`src/rtl/pfq_pkg.sv`:
```
package pfq_pkg;
   localparam int unsigned ETH_MAX_FRAME = 1518;
   localparam int unsigned WORD_W        = 32;
   localparam int unsigned LANES         = WORD_W / 8;

   typedef struct packed {
      logic late_coll;
      logic excess_defer;
   } tx_rec_t;
endpackage

```
`src/rtl/pfq_ring.sv`:
```
// Circular queue. With ROLLBACK set, writes are speculative until commit;
// rewind discards everything written since the last commit.
module pfq_ring #(
   parameter int unsigned W        = 32,
   parameter int unsigned DEPTH    = 16,
   parameter bit          ROLLBACK = 1'b0
) (
   input  logic         clk,
   input  logic         rst_n,
   input  logic         push,
   input  logic [W-1:0] wdata,
   input  logic         pop,
   input  logic         commit,
   input  logic         rewind,
   output logic [W-1:0] rdata,
   output logic         empty,
   output logic         full
);
   localparam int unsigned AW = $clog2(DEPTH);

   logic [W-1:0] mem [DEPTH];
   logic [AW:0]  wptr, rptr, vis_ptr;
   logic         do_push, do_pop;

   assign full    = (wptr[AW] != rptr[AW]) && (wptr[AW-1:0] == rptr[AW-1:0]);
   assign empty   = (vis_ptr == rptr);
   assign do_push = push && !full;
   assign do_pop  = pop && !empty;
   assign rdata   = mem[rptr[AW-1:0]];

   always_ff @(posedge clk) begin
      if (do_push) mem[wptr[AW-1:0]] <= wdata;
   end

   always_ff @(posedge clk) begin
      if (!rst_n) rptr <= '0;
      else if (do_pop) rptr <= rptr + 1'b1;
   end

   generate
      if (ROLLBACK) begin : g_spec
         logic [AW:0] cptr;
         always_ff @(posedge clk) begin
            if (!rst_n) begin
               wptr <= '0;
               cptr <= '0;
            end else begin
               if (rewind)       wptr <= cptr;
               else if (do_push) wptr <= wptr + 1'b1;
               if (commit && !rewind) cptr <= wptr + {{AW{1'b0}}, do_push};
            end
         end
         assign vis_ptr = cptr;
      end else begin : g_plain
         logic unused_ctl;
         assign unused_ctl = commit ^ rewind;
         always_ff @(posedge clk) begin
            if (!rst_n)       wptr <= '0;
            else if (do_push) wptr <= wptr + 1'b1;
         end
         assign vis_ptr = wptr;
      end
   endgenerate
endmodule

```
`src/rtl/pfq_packer.sv`:
```
// Packs receive bytes into words, counts the frame and decides at the last
// byte whether the frame is kept or discarded.
module pfq_packer
   import pfq_pkg::*;
#(
   parameter int unsigned MAX_FRAME = ETH_MAX_FRAME,
   parameter int unsigned LEN_W     = $clog2(MAX_FRAME + 1)
) (
   input  logic              clk,
   input  logic              rst_n,
   input  logic              in_valid,
   input  logic [7:0]        in_byte,
   input  logic              in_last,
   input  logic              data_full,
   input  logic              len_full,
   output logic              data_push,
   output logic [WORD_W-1:0] data_word,
   output logic              data_commit,
   output logic              data_rewind,
   output logic              len_push,
   output logic [LEN_W-1:0]  len_value,
   output logic              frame_drop
);
   logic [LEN_W-1:0]  cnt;
   logic [WORD_W-1:0] acc;
   logic              bad_q;
   logic [1:0]        lane;
   logic              over_max, want_push, lost, bad_now, lane_end;
   logic [WORD_W-1:0] shifted;

   assign lane      = cnt[1:0];
   assign lane_end  = (lane == 2'd3);
   assign shifted   = {{(WORD_W-8){1'b0}}, in_byte} << {lane, 3'b000};
   assign data_word = acc | shifted;
   assign over_max  = (cnt >= LEN_W'(MAX_FRAME));
   assign want_push = in_valid && (lane_end || in_last);
   assign lost      = want_push && data_full && !bad_q;
   assign bad_now   = bad_q || lost || (in_valid && over_max);

   assign data_push   = want_push && !bad_now;
   assign data_commit = in_valid && in_last && !bad_now && !len_full;
   assign data_rewind = in_valid && in_last && !data_commit;
   assign len_push    = data_commit;
   assign len_value   = cnt + 1'b1;
   assign frame_drop  = data_rewind;

   always_ff @(posedge clk) begin
      if (!rst_n) begin
         cnt   <= '0;
         acc   <= '0;
         bad_q <= 1'b0;
      end else if (in_valid) begin
         if (in_last) begin
            cnt   <= '0;
            acc   <= '0;
            bad_q <= 1'b0;
         end else begin
            cnt   <= over_max ? cnt : cnt + 1'b1;
            acc   <= lane_end ? '0 : data_word;
            bad_q <= bad_now;
         end
      end
   end
endmodule

```
`src/rtl/rxtx_frame_queues.sv`:
```
module rxtx_frame_queues
   import pfq_pkg::*;
#(
   parameter int unsigned MAX_FRAME  = ETH_MAX_FRAME,
   parameter int unsigned DATA_DEPTH = 64,
   parameter int unsigned LEN_DEPTH  = 8,
   parameter int unsigned STAT_DEPTH = 4
) (
   input  logic                             clk,
   input  logic                             rst_n,
   input  logic                             rx_byte_valid,
   input  logic [7:0]                       rx_byte,
   input  logic                             rx_byte_last,
   input  logic                             rx_len_rd,
   output logic [$clog2(MAX_FRAME+1)-1:0]   rx_len_rdata,
   input  logic                             rx_word_rd,
   output logic [31:0]                      rx_word_rdata,
   output logic                             rx_len_underrun,
   output logic                             rx_word_underrun,
   output logic                             rx_overrun,
   output logic                             rx_done,
   output logic                             rx_len_empty,
   input  logic                             tx_stat_push,
   input  logic                             tx_excess_defer,
   input  logic                             tx_late_coll,
   input  logic                             tx_stat_rd,
   output logic [1:0]                       tx_stat_rdata,
   output logic                             tx_stat_underrun,
   output logic                             tx_stat_overrun,
   output logic                             tx_done
);
   localparam int unsigned LEN_W = $clog2(MAX_FRAME + 1);

   generate
      if (DATA_DEPTH < 2 || (DATA_DEPTH & (DATA_DEPTH - 1)) != 0) begin : g_bad_data
         $error("DATA_DEPTH must be a power of two of at least 2");
      end
      if (LEN_DEPTH < 2 || (LEN_DEPTH & (LEN_DEPTH - 1)) != 0) begin : g_bad_len
         $error("LEN_DEPTH must be a power of two of at least 2");
      end
      if (STAT_DEPTH < 2 || (STAT_DEPTH & (STAT_DEPTH - 1)) != 0) begin : g_bad_stat
         $error("STAT_DEPTH must be a power of two of at least 2");
      end
      if (MAX_FRAME < 4) begin : g_bad_max
         $error("MAX_FRAME must be at least 4");
      end
   endgenerate

   // receive path
   logic              d_push, d_commit, d_rewind, d_empty, d_full;
   logic [WORD_W-1:0] d_wword, d_head;
   logic              l_push, l_empty, l_full;
   logic [LEN_W-1:0]  l_wval, l_head;
   logic              drop;

   pfq_packer #(.MAX_FRAME(MAX_FRAME), .LEN_W(LEN_W)) i_packer (
      .clk, .rst_n,
      .in_valid(rx_byte_valid), .in_byte(rx_byte), .in_last(rx_byte_last),
      .data_full(d_full), .len_full(l_full),
      .data_push(d_push), .data_word(d_wword),
      .data_commit(d_commit), .data_rewind(d_rewind),
      .len_push(l_push), .len_value(l_wval), .frame_drop(drop)
   );

   pfq_ring #(.W(WORD_W), .DEPTH(DATA_DEPTH), .ROLLBACK(1'b1)) i_words (
      .clk, .rst_n, .push(d_push), .wdata(d_wword), .pop(rx_word_rd),
      .commit(d_commit), .rewind(d_rewind),
      .rdata(d_head), .empty(d_empty), .full(d_full)
   );

   pfq_ring #(.W(LEN_W), .DEPTH(LEN_DEPTH), .ROLLBACK(1'b0)) i_lens (
      .clk, .rst_n, .push(l_push), .wdata(l_wval), .pop(rx_len_rd),
      .commit(1'b0), .rewind(1'b0),
      .rdata(l_head), .empty(l_empty), .full(l_full)
   );

   // transmit path
   tx_rec_t t_in, t_head;
   logic    t_empty, t_full;

   assign t_in = '{late_coll: tx_late_coll, excess_defer: tx_excess_defer};

   pfq_ring #(.W($bits(tx_rec_t)), .DEPTH(STAT_DEPTH), .ROLLBACK(1'b0)) i_stats (
      .clk, .rst_n, .push(tx_stat_push), .wdata(t_in), .pop(tx_stat_rd),
      .commit(1'b0), .rewind(1'b0),
      .rdata(t_head), .empty(t_empty), .full(t_full)
   );

   // software-facing read registers
   always_ff @(posedge clk) begin
      if (!rst_n) begin
         rx_len_rdata     <= '0;
         rx_word_rdata    <= '0;
         tx_stat_rdata    <= '0;
         rx_len_underrun  <= 1'b0;
         rx_word_underrun <= 1'b0;
         tx_stat_underrun <= 1'b0;
         tx_stat_overrun  <= 1'b0;
         rx_overrun       <= 1'b0;
      end else begin
         rx_len_underrun  <= rx_len_rd && l_empty;
         rx_word_underrun <= rx_word_rd && d_empty;
         tx_stat_underrun <= tx_stat_rd && t_empty;
         tx_stat_overrun  <= tx_stat_push && t_full;
         rx_overrun       <= drop;
         if (rx_len_rd)  rx_len_rdata  <= l_empty ? '0 : l_head;
         if (rx_word_rd) rx_word_rdata <= d_empty ? '0 : d_head;
         if (tx_stat_rd) tx_stat_rdata <= t_empty ? '0 : t_head;
      end
   end

   assign rx_done      = !l_empty;
   assign rx_len_empty = l_empty;
   assign tx_done      = !t_empty;
endmodule

```
`config.mk`:
```
export PLATFORM = sky130hd
export DESIGN_NAME = rxtx_frame_queues
export DESIGN_NICKNAME = d
export VERILOG_FILES = /design/src/rtl/pfq_pkg.sv /design/src/rtl/pfq_ring.sv /design/src/rtl/pfq_packer.sv /design/src/rtl/rxtx_frame_queues.sv
export SDC_FILE = /design/constraint.sdc
export NUM_CORES = 2
export LEC_CHECK = 0
export ABC_CLOCK_PERIOD_IN_PS = 4850
export BUFFER_PORTS_ARGS = -buffer_cell sky130_fd_sc_hd__buf_2
export CAP_MARGIN = 40
export CELL_PAD_IN_SITES_DETAIL_PLACEMENT = 1
export CELL_PAD_IN_SITES_GLOBAL_PLACEMENT = 2
export CORE_MARGIN = 2
export CORE_UTILIZATION = 45
export CTS_BUF_LIST = sky130_fd_sc_hd__clkbuf_8
export DETAILED_ROUTE_END_ITERATION = 16
export PLACE_DENSITY = 0.79
export SLEW_MARGIN = 10
export SYNTH_ARGS = -nofsm -noshare
export SYNTH_HDL_FRONTEND = slang
export SYNTH_SLANG_ARGS = --single-unit
```
`constraint.sdc`:
```
create_clock -name clk -period 4.85 [get_ports clk]
set_input_delay 0.485 -clock clk [delete_from_list [all_inputs] [get_ports clk]]
set_output_delay 0.485 -clock clk [all_outputs]
set_load 0.005 [all_outputs]
```
==> metrics <==
RSZ-0062 raised after global routing=false; core area=about 200,000 sq um; GRT Total Usage=0.265; area of placed instances=93,500 sq um; DIE HEIGHT=446 um; Inserted Clock Buffers=382; #FFs+latches synth=2,284; clock tree buffer depth=4; first-pass GRT wire length=373 mm; Initial Util=0.452; count leader, synth=edfxtp_1; post-route minimum period=3.88 ns; Worst Clk Skew=approximately 0.080 ns; Post-CTS Setup Bufs=0; IO Count=71; hold_buf cts=16; R2R depth=11; First-pass DRT Iterations=5; switch share=0.230; Mapped Nets=roughly 4,400; final core occ=0.518; Rel. slew slack=0.357; wire per inst=approximately 34 um; CP Data Required Time=roughly 5.6 ns; initial antenna violation count=19; root buffer cell=clkbuf_8; Final ANT Viol Nets=0; endpoints failing setup=0; CTS clk-pin slew, worst paths=0.06 ns; area leader, netlist=edfxtp_1; CTS sink cnt=2,284; P_leak=slightly above 30 nW; Post-CTS Resized=0; Synth top cells by count=edfxtp_1 (2,144), mux4_2 (425), mux2i_1 (306), nor2_1 (213), dfxtp_1 (140); Final Max Tran Viols=0; vias in the first global route=49,676; hold path cells=2; Final period util=0.800; Post-Syn Area=roughly 88,000 sq um; crit-path max FO=22; die area=~200,000 sq um; fraction of registers with async set/reset=0; max_cap viols=0; via count=47,806; combinational share of power=0.051; H-tree Lvls=5; Worst-Margin Slew=0.964 ns; # DRC=0; syn avg cell area=20.1 sq um; status=complete, no violations; Syn Inst Count=around 4,400; Pwr per Cell Area=392 nW/um^2; gr ovfl total=0; CTS tree=done; crit path kind=flip-flop to flip-flop; Switch Pwr=roughly 0.0091 W; Post-synth EDFFs=between 2,000 and 2,500; sequential fraction of the synthesis area=0.765; Clock power frac=0.399; post-route cell area=between 100,000 and 150,000 sq um; Netlist cell types=70; Iteration-0 DRC Markers=6,047; VDD IR max=204 uV; Seq pwr share=0.550; die width=446 um; final net count=4,911; Area Overhead vs Synth=14.5%; setup_tns=0 ns; HPWL Detailed=161 mm; clock latency on the worst-skew pair=1.09 ns; count of input and output buffers=70; endpoint type of the worst setup path=flip-flop; std cell rows=between 150 and 200; GP Congestion=0.844; predominant post-synthesis flop cell=edfxtp_1; Worst Path Arrival=4.60 ns; min-delay worst type=input port to flip-flop; synth top area cells=edfxtp_1 (73%), mux4_2 (11%), mux2i_1 (3.5%); final setup margin=roughly 0.97 ns; pin count of the biggest net entering global routing=roughly 100; Critical Path Source Type=flip-flop; ratio of cells with drive above 1 in the final layout=0.268; Final Hold Viols=0; Internal=0.0304 W; f_max=0.258 GHz; Synth top area share=0.733; Vias/cell=about 6.2; YS warnings=0; final WL=262 mm; Place WS=1.06 ns
[final timing paths]
kind | startpoint | endpoint | slack (ns)
setup / recovery | i_packer.cnt[0] | i_words.mem[36][8] | 0.97
setup reg to reg | i_packer.cnt[0] | i_words.mem[36][8] | 0.97
hold / removal | rx_byte[7] | i_words.mem[26][23] | 0.08
hold reg to reg | tx_stat_rdata[0] | tx_stat_rdata[0] | 0.48
[layout make-up]
cell class,instances,area [sq um]
sequential,2284,67200
timing repair buffer,353,3280
clock buffer,407,5600
inverter,14,52.6
multi-input combinational,1845,20000
antenna,4,10.0
tap,2542,3180
clock inverter,264,1240
fill,17458,93800
[placed cells by master, fill, tap and decap left out, types with 45 or more instances in the layout]
| cell type | count |
|---|---|
| edfxtp_1 | 2144 |
| mux4_2 | 425 |
| clkbuf_8 | 407 |
| mux2i_1 | 306 |
| buf_4 | 202 |
| nor2_1 | 143 |
| dfxtp_1 | 135 |
| inv_1 | 134 |
| a22oi_1 | 134 |
| nand2_1 | 121 |
| nand3_1 | 85 |
| clkinv_1 | 79 |
| buf_2 | 71 |
| a21oi_1 | 67 |
| nor2_4 | 66 |
| o21ai_0 | 48 |
| buf_12 | 47 |
| clkinv_2 | 45 |
[cell families (layout without fill, tap and decap cells)]
group	count (synthesis)	after routing	share of synthesized area
flops	2284	2284	0.765
simple gates	590	590	0.0319
compound gates	431	431	0.0344
buf+inv	248	1038	0.0145
mux	759	759	0.147
xor+xnor	52	52	0.00518
other cells	0	4	0
fa+ha+maj	13	13	0.00185
[routing by layer]
layer | part of all wire | track usage
met3 | 0.11 | 0.0635
met5 | 0.00021 | 0
met1 | 0.39 | 0.363
met2 | 0.47 | 0.415
met4 | 0.037 | 0.0982
[stage by stage]
| stage | hold WS [ns] | total power [W] | cells |
|---|---|---|---|
| 2_1_floorplan | 0.435 | 0.0233 | 4377 |
| 3_3_place_gp | 0.459 | 0.0240 | 6987 |
| 5_1_grt | 0.0338 | 0.0406 | 7710 |
| 3_5_place_dp | 0.478 | 0.0241 | 7019 |
| 6_report | 0.0804 | 0.0394 | 7713 |
| 4_1_cts | 0.0116 | 0.0397 | 7706 |
[worst max-delay path, stage by stage (launching register included)]
cell       delay, ns
dfxtp_1         0.39
inv_1           0.19
ha_1            0.25
o211a_1         0.23
o221a_2         0.30
a2111oi_2       0.47
buf_4           0.29
and2b_1         0.21
nand2_1         0.08
buf_4           0.24
nor2_4          0.54
buf_12          0.31
[registers in the layout, indices dropped and copies added (netlist names), 8 cells and up, named ones only]
register / cells
i_lens.mem: 88
i_packer.acc: 32
i_packer.cnt: 11
i_stats.mem: 8
i_words.mem: 2048
rx_len_rdata: 11
rx_word_rdata: 32
[power groups by stage]
stage          logic, W  registers (W)  clock network [W]
4_1_cts         0.00202         0.0217             0.0160
3_3_place_gp    0.00190         0.0221                  0
3_5_place_dp    0.00201         0.0221                  0
2_1_floorplan   0.00129         0.0221                  0
5_1_grt         0.00214         0.0217             0.0168
6_report        0.00201         0.0217             0.0157
Power figures use the tool's default switching activity.
